$ cat src/rtl/cal_pkg.sv
package cal_pkg;

  localparam int BCD_W = 8;
  localparam int WD_W  = 3;

  typedef struct packed {
    logic [BCD_W-1:0] year;
    logic [BCD_W-1:0] month;
    logic [BCD_W-1:0] day;
    logic [WD_W-1:0]  weekday;
    logic [BCD_W-1:0] hour;
    logic             pm;
    logic [BCD_W-1:0] minute;
    logic [BCD_W-1:0] second;
  } calTime_t;

  // strobes from control to datapath
  typedef struct packed {
    logic load;
    logic stepSec;
    logic stepMin;
    logic stepHour;
    logic flipPm;
    logic stepDay;
    logic stepMonth;
    logic stepYear;
  } calStep_t;

  function automatic logic isBcd(input logic [BCD_W-1:0] v);
    return (v[7:4] <= 4'd9) && (v[3:0] <= 4'd9);
  endfunction

  // BCD increment, 99 wraps to 00
  function automatic logic [BCD_W-1:0] bcdNext(input logic [BCD_W-1:0] v);
    if (v[3:0] == 4'd9)
      return (v[7:4] == 4'd9) ? 8'h00 : {v[7:4] + 4'd1, 4'h0};
    return {v[7:4], v[3:0] + 4'd1};
  endfunction

  function automatic logic isLeap(input logic [BCD_W-1:0] y);
    logic [6:0] bin;
    bin = 7'({3'b000, y[7:4]} * 7'd10) + {3'b000, y[3:0]};
    return bin[1:0] == 2'b00;
  endfunction

  // last day of a month, BCD
  function automatic logic [BCD_W-1:0] lastDay(input logic [BCD_W-1:0] m,
                                               input logic [BCD_W-1:0] y);
    case (m)
      8'h02:                      return isLeap(y) ? 8'h29 : 8'h28;
      8'h04, 8'h06, 8'h09, 8'h11: return 8'h30;
      default:                    return 8'h31;
    endcase
  endfunction

endpackage

$ cat src/rtl/cal_sanitize.sv
module cal_sanitize
  import cal_pkg::*;
#(
  parameter int LAST_WEEKDAY = 6
) (
  input  calTime_t raw,
  input  logic     mode24,
  output calTime_t clean
);

  logic yearOk, monthOk, dayOk, wdOk, hourOk, minOk, secOk;

  always_comb begin
    yearOk  = isBcd(raw.year);
    monthOk = isBcd(raw.month) && (raw.month != 8'h00) && (raw.month <= 8'h12);
    dayOk   = isBcd(raw.day) && (raw.day != 8'h00) && (raw.day <= 8'h31);
    wdOk    = int'(raw.weekday) <= LAST_WEEKDAY;
    minOk   = isBcd(raw.minute) && (raw.minute <= 8'h59);
    secOk   = isBcd(raw.second) && (raw.second <= 8'h59);
    hourOk  = isBcd(raw.hour) && (mode24 ? (raw.hour <= 8'h23) : (raw.hour <= 8'h11));

    clean.year    = yearOk  ? raw.year    : 8'h00;
    clean.month   = monthOk ? raw.month   : 8'h01;
    clean.day     = dayOk   ? raw.day     : 8'h01;
    clean.weekday = wdOk    ? raw.weekday : '0;
    clean.hour    = hourOk  ? raw.hour    : 8'h00;
    clean.minute  = minOk   ? raw.minute  : 8'h00;
    clean.second  = secOk   ? raw.second  : 8'h00;
    clean.pm      = mode24 ? 1'b0 : raw.pm;
  end

endmodule

$ cat src/rtl/cal_ctrl.sv
module cal_ctrl
  import cal_pkg::*;
(
  input  logic     tick,
  input  logic     wrEn,
  input  logic     mode24,
  input  calTime_t cur,
  output calStep_t step
);

  logic secEnd, minEnd, hourEnd, dayEnd, monthEnd, advance;

  always_comb begin
    secEnd   = cur.second == 8'h59;
    minEnd   = cur.minute == 8'h59;
    hourEnd  = mode24 ? (cur.hour == 8'h23) : ((cur.hour == 8'h11) && cur.pm);
    dayEnd   = cur.day >= lastDay(cur.month, cur.year);
    monthEnd = cur.month == 8'h12;
    advance  = tick && !wrEn;

    step.load      = wrEn;
    step.stepSec   = advance;
    step.stepMin   = advance && secEnd;
    step.stepHour  = step.stepMin && minEnd;
    step.flipPm    = step.stepHour && !mode24 && (cur.hour == 8'h11);
    step.stepDay   = step.stepHour && hourEnd;
    step.stepMonth = step.stepDay && dayEnd;
    step.stepYear  = step.stepMonth && monthEnd;
  end

endmodule

$ cat src/rtl/cal_datapath.sv
module cal_datapath
  import cal_pkg::*;
#(
  parameter int LAST_WEEKDAY = 6
) (
  input  logic     clk,
  input  logic     rst_n,
  input  calStep_t step,
  input  calTime_t clean,
  output calTime_t cur,
  output logic     minuteCarry
);

  localparam logic [WD_W-1:0] WD_LAST = WD_W'(LAST_WEEKDAY);

  always_ff @(posedge clk or negedge rst_n) begin
    if (!rst_n) begin
      cur.year    <= 8'h00;
      cur.month   <= 8'h01;
      cur.day     <= 8'h01;
      cur.weekday <= '0;
      cur.hour    <= 8'h00;
      cur.pm      <= 1'b0;
      cur.minute  <= 8'h00;
      cur.second  <= 8'h00;
      minuteCarry <= 1'b0;
    end else begin
      minuteCarry <= step.stepMin;
      if (step.load) begin
        cur <= clean;
      end else begin
        if (step.stepSec)
          cur.second <= step.stepMin ? 8'h00 : bcdNext(cur.second);
        if (step.stepMin)
          cur.minute <= step.stepHour ? 8'h00 : bcdNext(cur.minute);
        if (step.stepHour)
          cur.hour <= (step.stepDay || step.flipPm) ? 8'h00 : bcdNext(cur.hour);
        if (step.flipPm)
          cur.pm <= !cur.pm;
        if (step.stepDay) begin
          cur.day     <= step.stepMonth ? 8'h01 : bcdNext(cur.day);
          cur.weekday <= (cur.weekday >= WD_LAST) ? '0 : cur.weekday + 1'b1;
        end
        if (step.stepMonth)
          cur.month <= step.stepYear ? 8'h01 : bcdNext(cur.month);
        if (step.stepYear)
          cur.year <= bcdNext(cur.year);
      end
    end
  end

endmodule

$ cat src/rtl/bcd_calendar.sv
module bcd_calendar
  import cal_pkg::*;
#(
  parameter int LAST_WEEKDAY = 6
) (
  input  logic       clk,
  input  logic       rst_n,
  input  logic       tick,
  input  logic       wrEn,
  input  logic       mode24,
  input  logic [7:0] wrYear,
  input  logic [7:0] wrMonth,
  input  logic [7:0] wrDay,
  input  logic [2:0] wrWeekday,
  input  logic [7:0] wrHour,
  input  logic       wrPm,
  input  logic [7:0] wrMinute,
  input  logic [7:0] wrSecond,
  output logic [7:0] year,
  output logic [7:0] month,
  output logic [7:0] day,
  output logic [2:0] weekday,
  output logic [7:0] hour,
  output logic       pm,
  output logic [7:0] minute,
  output logic [7:0] second,
  output logic       minuteCarry
);

  calTime_t raw, clean, cur;
  calStep_t step;

  always_comb begin
    raw.year    = wrYear;
    raw.month   = wrMonth;
    raw.day     = wrDay;
    raw.weekday = wrWeekday;
    raw.hour    = wrHour;
    raw.pm      = wrPm;
    raw.minute  = wrMinute;
    raw.second  = wrSecond;
  end

  cal_sanitize #(.LAST_WEEKDAY(LAST_WEEKDAY)) u_san (
    .raw(raw), .mode24(mode24), .clean(clean)
  );

  cal_ctrl u_ctrl (
    .tick(tick), .wrEn(wrEn), .mode24(mode24), .cur(cur), .step(step)
  );

  cal_datapath #(.LAST_WEEKDAY(LAST_WEEKDAY)) u_dp (
    .clk(clk), .rst_n(rst_n), .step(step), .clean(clean),
    .cur(cur), .minuteCarry(minuteCarry)
  );

  assign year    = cur.year;
  assign month   = cur.month;
  assign day     = cur.day;
  assign weekday = cur.weekday;
  assign hour    = cur.hour;
  assign minute  = cur.minute;
  assign second  = cur.second;
  assign pm      = mode24 ? (cur.hour >= 8'h12) : cur.pm;

endmodule

$ cat config.mk
export PLATFORM = sky130hd
export DESIGN_NAME = bcd_calendar
export DESIGN_NICKNAME = d
export VERILOG_FILES = /design/src/rtl/cal_pkg.sv /design/src/rtl/cal_sanitize.sv /design/src/rtl/cal_ctrl.sv /design/src/rtl/cal_datapath.sv /design/src/rtl/bcd_calendar.sv
export SDC_FILE = /design/constraint.sdc
export NUM_CORES = 1
export LEC_CHECK = 0
export BUFFER_PORTS_ARGS = -buffer_cell sky130_fd_sc_hd__clkbuf_2
export CAP_MARGIN = 10
export CORE_MARGIN = 2
export CORE_UTILIZATION = 42
export CTS_BUF_LIST = sky130_fd_sc_hd__clkbuf_8
export CTS_CLUSTER_SIZE = 40
export DETAILED_ROUTE_END_ITERATION = 8
export GPL_ROUTABILITY_DRIVEN = 0
export PLACE_DENSITY = 0.69
export SLEW_MARGIN = 10
export SYNTH_ARGS = -nofsm -noshare
export SYNTH_HDL_FRONTEND = slang
export SYNTH_SLANG_ARGS = --single-unit
$ cat constraint.sdc
create_clock -name clk -period 2.8 [get_ports clk]
set_input_delay 0.56 -clock clk [delete_from_list [all_inputs] [get_ports clk]]
set_output_delay 0.56 -clock clk [all_outputs]
set_load 0.05 [all_outputs]
After elaboration in Yosys (flattened, before gate mapping)
Index checks and enable logic that the tools add are counted.
{ "word_totals": {"regBits": 53, "in_bits": 57, "out_inout_bits": 53} }
{ "op_classes": {"n_addsub": 14, "mul": 1, "order_cmp": 22, "n_eq_ne": 22, "muxes": 63, "reduce_logical": 49} }
{ "op_table": {"columns": ["cell", "n"], "rows": [
  ["8-bit two-way mux", 34],
  ["52-bit two-way mux", 1],
  ["4-bit by 1-bit adder with 4-bit output (second input constant)", 12],
  ["4-bit equality test (second input constant)", 12],
  ["4-bit less-or-equal comparator (second input constant)", 12],
  ["8-bit by 5-bit equality test with 1-bit output (second input constant)", 3],
  ["1-bit two-way mux", 24],
  ["1-bit logical AND", 22],
  ["8-bit by 3-bit equality test with 1-bit output (second input constant)", 2],
  ["8-bit by 7-bit equality test with 1-bit output (second input constant)", 2],
  ["8-bit by 5-bit less-or-equal comparator with 1-bit output (second input constant)", 2],
  ["8-bit by 6-bit less-or-equal comparator with 1-bit output (second input constant)", 2],
  ["8-bit by 7-bit less-or-equal comparator with 1-bit output (second input constant)", 2],
  ["8-bit case mux with 2 select lines", 1],
  ["2-bit nonzero test", 8],
  ["8-bit nonzero test", 2],
  ["3-bit nonzero test", 5],
  ["2-bit AND reduction", 6],
  ["11-bit two-way mux", 1],
  ["8-bit by 2-bit equality test with 1-bit output (second input constant)", 1],
  ["8-bit by 4-bit equality test with 1-bit output (second input constant)", 1],
  ["8-bit by 6-bit equality test with 1-bit output (second input constant)", 1],
  ["8-bit by 5-bit greater-or-equal comparator with 1-bit output (second input constant)", 1],
  ["8-bit greater-or-equal comparator", 1],
  ["other kinds (10)", 13]
]} }

Logic depth before layout (Yosys ltp)
{ "logic_depth": {"word_depth": 13, "ltp_mapped": 13, "ltp_nobuf": 13} }

Hierarchy
A second synthesis with hierarchy kept.
{ "hier_totals": {"cells_unflattened": 511, "area_unflattened_um2": 4351.7} }
{ "modules_own_cells": {"columns": ["module", "instances", "cells_per_inst", "area_each_um2", "seq_area_each_um2"], "rows": [
  ["cal_datapath", 1, 374, 3394.5, 1328.8],
  ["cal_sanitize", 1, 91, 598.1, 0.0],
  ["cal_ctrl", 1, 42, 336.6, 0.0],
  ["bcd_calendar", 1, 4, 22.5, 0.0]
]} }

Worst setup path after synthesis
OpenSTA, ideal clock, no wires.
{ "synth_timing": {"path_kind": "reg-to-reg", "from": "reg, netlist name u_dp.cur[39]", "to": "reg, netlist name u_dp.cur[45]", "setup_ns": 0.125, "t_arrival_ns": 2.872, "required_time_ns": 2.675, "setup_slack_ns": -0.197, "path_stages_with_launch": 9, "path_buffers": 0, "period_less_slack_ns": 2.997, "cell_sequence": "dfrtp_1 > nor4b_1 > nand3_1 > o31ai_1 > ha_1 > nor4b_1 > o221ai_1 > o21ai_1 > mux2_2"} }
{ "synth_via": {"elab_chain_len": 7} }
{ "synth_lines": {"columns": ["element", "line_no", "source"], "rows": [
  ["8-bit by 3-bit equality test with 1-bit output, or another cell as far along", "cal_pkg.sv:49", "case (m)"],
  ["4-bit OR reduction", "cal_pkg.sv:49", null],
  ["8-bit case mux with 2 select lines", "cal_pkg.sv:49", null],
  ["8-bit greater-or-equal comparator", "cal_ctrl.sv:17", "dayEnd = cur.day >= lastDay(cur.month, cur.year);"],
  ["1-bit logical AND", "cal_ctrl.sv:27", "step.stepMonth = step.stepDay && dayEnd;"],
  ["1-bit logical AND (*)", "cal_ctrl.sv:28", "step.stepYear = step.stepMonth && monthEnd;"],
  ["2-bit nonzero test (no line) (*)", null, null]
]} }
Mark *: on every way between the ends. The rest lies on a longest branch, timed or not.
A chain may end at the register's enable or synchronous reset.

Worst setup path in the final report
{ "layout_timing": {"from": "reg, netlist name u_dp.cur[40]", "to": "reg, netlist name u_dp.cur[43]"} }
{ "layout_via": {"elab_chain_len": 9} }
{ "layout_lines": {"columns": ["element", "line_no", "source"], "rows": [
  ["8-bit by 3-bit equality test with 1-bit output, or another cell as far along", "cal_pkg.sv:49", null],
  ["4-bit OR reduction", "cal_pkg.sv:49", null],
  ["8-bit case mux with 2 select lines", "cal_pkg.sv:49", null],
  ["8-bit greater-or-equal comparator", "cal_ctrl.sv:17", null],
  ["1-bit logical AND", "cal_ctrl.sv:27", null],
  ["1-bit logical AND", "cal_ctrl.sv:28", null],
  ["8-bit two-way mux", "cal_datapath.sv:45", "cur.month <= step.stepYear ? 8'h01 : bcdNext(cur.month);"],
  ["8-bit two-way mux", "cal_datapath.sv:44", "if (step.stepMonth)"],
  ["52-bit two-way mux", "cal_datapath.sv:29", "if (step.load) begin"]
]} }
Several ways; a longest one is shown, not always the timed one. The select of a mux whose other input is x is not followed.

==> impl_results.rst <==
.. list-table::
   :header-rows: 1

   * - Metric
     - Value
   * - Status
     - complete, no violations
   * - Ys async rst share
     - 1.00
   * - Hold-fix buffers, CTS
     - 0
   * - Maximum clock insertion buffer count
     - 2
   * - Maximum capacitance violations
     - 0
   * - Total number of yosys warnings
     - 0
   * - Via count of the first global-routing pass
     - 3898
   * - Die boundary width
     - 106 um
   * - Adder and majority cell fraction of the synthesized area
     - 0.0489
   * - Wire length after detailed routing
     - 11800 um
   * - Initial core utilization
     - 0.427
   * - Max Slew Vio Count
     - 0
   * - Boundary Pins
     - 110
   * - Worst Hold Class
     - input pin to async pin
   * - Count of cell types in the netlist
     - 76
   * - Total routing resource utilization after global routing
     - 0.209
   * - Total grt overflow
     - 0
   * - Largest net degree at the start of global routing
     - 31
   * - Worst-case reg-to-reg path depth
     - 11
   * - Synth-to-Final Area Change
     - 19.3%
   * - Basic-gate share of the synthesized area counting and, or, nand and nor cells
     - 0.246
   * - Worst ir drop on vdd
     - 0.225 mV
   * - Maximum achievable frequency
     - 0.360 GHz
   * - Number of port buffers
     - 109
   * - Initial antenna violation count
     - 0
   * - DR vias
     - 4167
   * - Main combinational cell family by area after synthesis
     - simple AND/OR/NAND/NOR gates
   * - Crit-path max FO
     - 5
   * - Reg-to-Reg Start
     - u_dp.cur[40]
   * - Detail-routed via count per cell
     - 5.76
   * - TritonCTS clock tree
     - built
   * - Final design instance area without fill
     - 5190 sq um
   * - Post-route clock skew
     - 7.22 ps
   * - Post-Synthesis Mean Instance Area
     - 8.66 sq um
   * - Synthesized cell area
     - 4350 sq um
   * - Count of H-tree levels built during CTS
     - 2
   * - Hold Slack
     - 263 ps
   * - Number of synthesized register bits
     - 53
   * - Total negative slack for setup checks
     - 0 ps
   * - Area of the die
     - 11200 sq um
   * - Internal reg-to-reg setup slack
     - 20 ps
   * - Reg2reg end
     - u_dp.cur[43]
   * - Length of the first detailed-routing pass in iterations
     - 4
   * - Final hold vios
     - 0
   * - Placed standard-cell area
     - 4860 sq um
   * - Portion of netlist area occupied by mux cells
     - 0.0354
   * - Clock insertion delay at the later pin of the skew report
     - 320 ps
   * - Number of remaining DRC errors
     - 0
   * - Minimum clock period
     - 2780 ps
   * - Number of synthesized flops with an enable pin
     - 0
   * - Max-slew headroom at the worst pin
     - 0.398
   * - Violation count after the first detailed-routing iteration
     - 175
   * - Endpoints failing setup
     - 0
   * - Standard-cell row count
     - 37
   * - Most common cell after layout, fill and taps aside
     - sky130_fd_sc_hd__clkbuf_2
   * - Wire length of the first global-routing pass
     - 19100 um
   * - Endpoint kind of the worst setup timing path
     - flip-flop
   * - Req. time, crit path
     - 3010 ps
   * - Sink count of the clock tree
     - 53
   * - RSZ-0062 raised after global routing
     - yes
   * - Period utilization
     - 0.993
   * - Antenna cell count
     - 0
   * - Leading cell types in the layout, fill and taps excluded
     - 109 x sky130_fd_sc_hd__clkbuf_2, 50 x sky130_fd_sc_hd__dfrtp_1, 38 x sky130_fd_sc_hd__nand2_1, 34 x sky130_fd_sc_hd__buf_4, 31 x sky130_fd_sc_hd__a21oi_1
   * - Core occupancy in the finished layout
     - 0.509
   * - Commonest register cell after synthesis
     - sky130_fd_sc_hd__dfrtp_1
   * - Startpoint types
     - flip-flop
   * - Post-Syn Nets
     - 576
   * - Half-perimeter wire length after placement
     - 8770 um
   * - Post-DR wirelength/cell
     - 16.3 um
   * - Compound-cell area share of the yosys netlist
     - 0.228
   * - Die extent in y
     - 106 um
   * - Placeable core region
     - 10200 sq um
   * - Critical path start-end classification
     - flip-flop to flip-flop
   * - Post-DRT Antenna Nets
     - 0
   * - Fraction of layout cells with a size suffix above 1
     - 0.346
   * - CTS buffer count
     - 5
   * - Pwr Density
     - 516 nW/um^2
   * - Number of instances in the synthesized netlist
     - 502
   * - Share of the yosys chip area belonging to registers
     - 0.306
   * - CTS root buf
     - sky130_fd_sc_hd__clkbuf_8
   * - Transition time at the pin with the least slew margin
     - 897 ps
   * - Net total in the final layout
     - 660
   * - Clock transition at path regs
     - 100 ps
   * - Leakage power
     - 2.42 nW
   * - Xor and xnor area share after synthesis
     - 0.0101
   * - Arrival time at the worst endpoint
     - 2990 ps
-- logic make-up after synthesis --
logic type                 after synthesis
and+or+nand+nor                        181
AOI/OAI and AO/OA                      139
buffers and inverters                   93
DFF                                     53
adders and majority gates               17
muxes                                   14
xor gates and xnor gates                 5
-- worst max-delay path by stage --
stage / start / slack, ps / to
after floorplan: u_dp.cur[36] / 9 / u_dp.cur[45]
after global placement: u_dp.cur[40] / 30 / u_dp.cur[41]
after detailed placement: u_dp.cur[41] / -80 / u_dp.cur[33]
after CTS: u_dp.cur[41] / 9 / u_dp.cur[43]
after global routing: u_dp.cur[41] / -100 / u_dp.cur[33]
final: u_dp.cur[40] / 20 / u_dp.cur[43]
-- state kept, by name (all words and copies together), names as in the netlist --
| register | flops |
|---|---|
| u_dp.minuteCarry | 1 |
| u_dp.cur | 52 |
-- synth_stat cells (8+ instances only) --
cell type                  count  share of area
sky130_fd_sc_hd__a21oi_1      32          0.037
sky130_fd_sc_hd__o211ai_1      8          0.014
sky130_fd_sc_hd__nor2_1       28          0.024
sky130_fd_sc_hd__inv_1        24          0.021
sky130_fd_sc_hd__buf_4        51          0.088
sky130_fd_sc_hd__clkbuf_1     11         0.0095
sky130_fd_sc_hd__nor3_1       12          0.014
sky130_fd_sc_hd__o21ai_0      28          0.032
sky130_fd_sc_hd__mux2_2       10          0.026
sky130_fd_sc_hd__ha_1         17          0.049
sky130_fd_sc_hd__nor3b_1       8          0.014
sky130_fd_sc_hd__nor4_1        8          0.012
sky130_fd_sc_hd__dfrtp_1      51           0.29
sky130_fd_sc_hd__nand2_1      38          0.033
sky130_fd_sc_hd__nand3_1      22          0.025
-- area by class of cell --
class / count / area, sq um
Sequential cell: 53 / 1330
Clock inverter: 3 / 65.1
Clock buffer: 5 / 68.8
Tap cell: 136 / 170
Inverter: 24 / 90.1
Timing Repair Buffer: 146 / 843
Fill cell: 975 / 5000
Multi-Input combinational cell: 356 / 2620
-- report_power, final --
group	leakage, nW	switching (mW)	internal [mW]
Sequential	0.695	0.128	0.848
Clock	0.0681	0.272	0.355
Combinational	1.66	0.676	0.400
-- routing by layer --
layer / routed length (um) / track usage
met1: 5180 / 0.278
met2: 5920 / 0.354
met3: 505 / 0.0315
met4: 182 / 0.0555
met5: 0 / 0
-- through the flow --
step	worst slack [ps]	std cells	total power, mW
final	20.0	723	2.68
after global routing	-100	723	2.82
after CTS	8.74	718	2.61
after detailed placement	-77.5	707	1.95
after global placement	32.4	707	1.93
after floorplan	8.75	502	1.73
-- timing repair --
item,4_1_cts,5_1_grt
endpoints found under the setup margin,17,23
pin swaps,4,12
gates resized for setup,5,26
buffers inserted,3,5
-- critical path: stages, from the launching register on --
cell	delay [ps]
sky130_fd_sc_hd__dfrtp_1	450
sky130_fd_sc_hd__ha_4	170
sky130_fd_sc_hd__nor3b_4	190
sky130_fd_sc_hd__nor2b_4	180
sky130_fd_sc_hd__o21ai_2	60
sky130_fd_sc_hd__o311ai_2	80
sky130_fd_sc_hd__o31ai_2	120
sky130_fd_sc_hd__ha_1	320
sky130_fd_sc_hd__nor4b_4	70
sky130_fd_sc_hd__o221a_4	260
sky130_fd_sc_hd__or3_4	400
sky130_fd_sc_hd__a221o_1	360
Power figures use the tool's default switching activity.
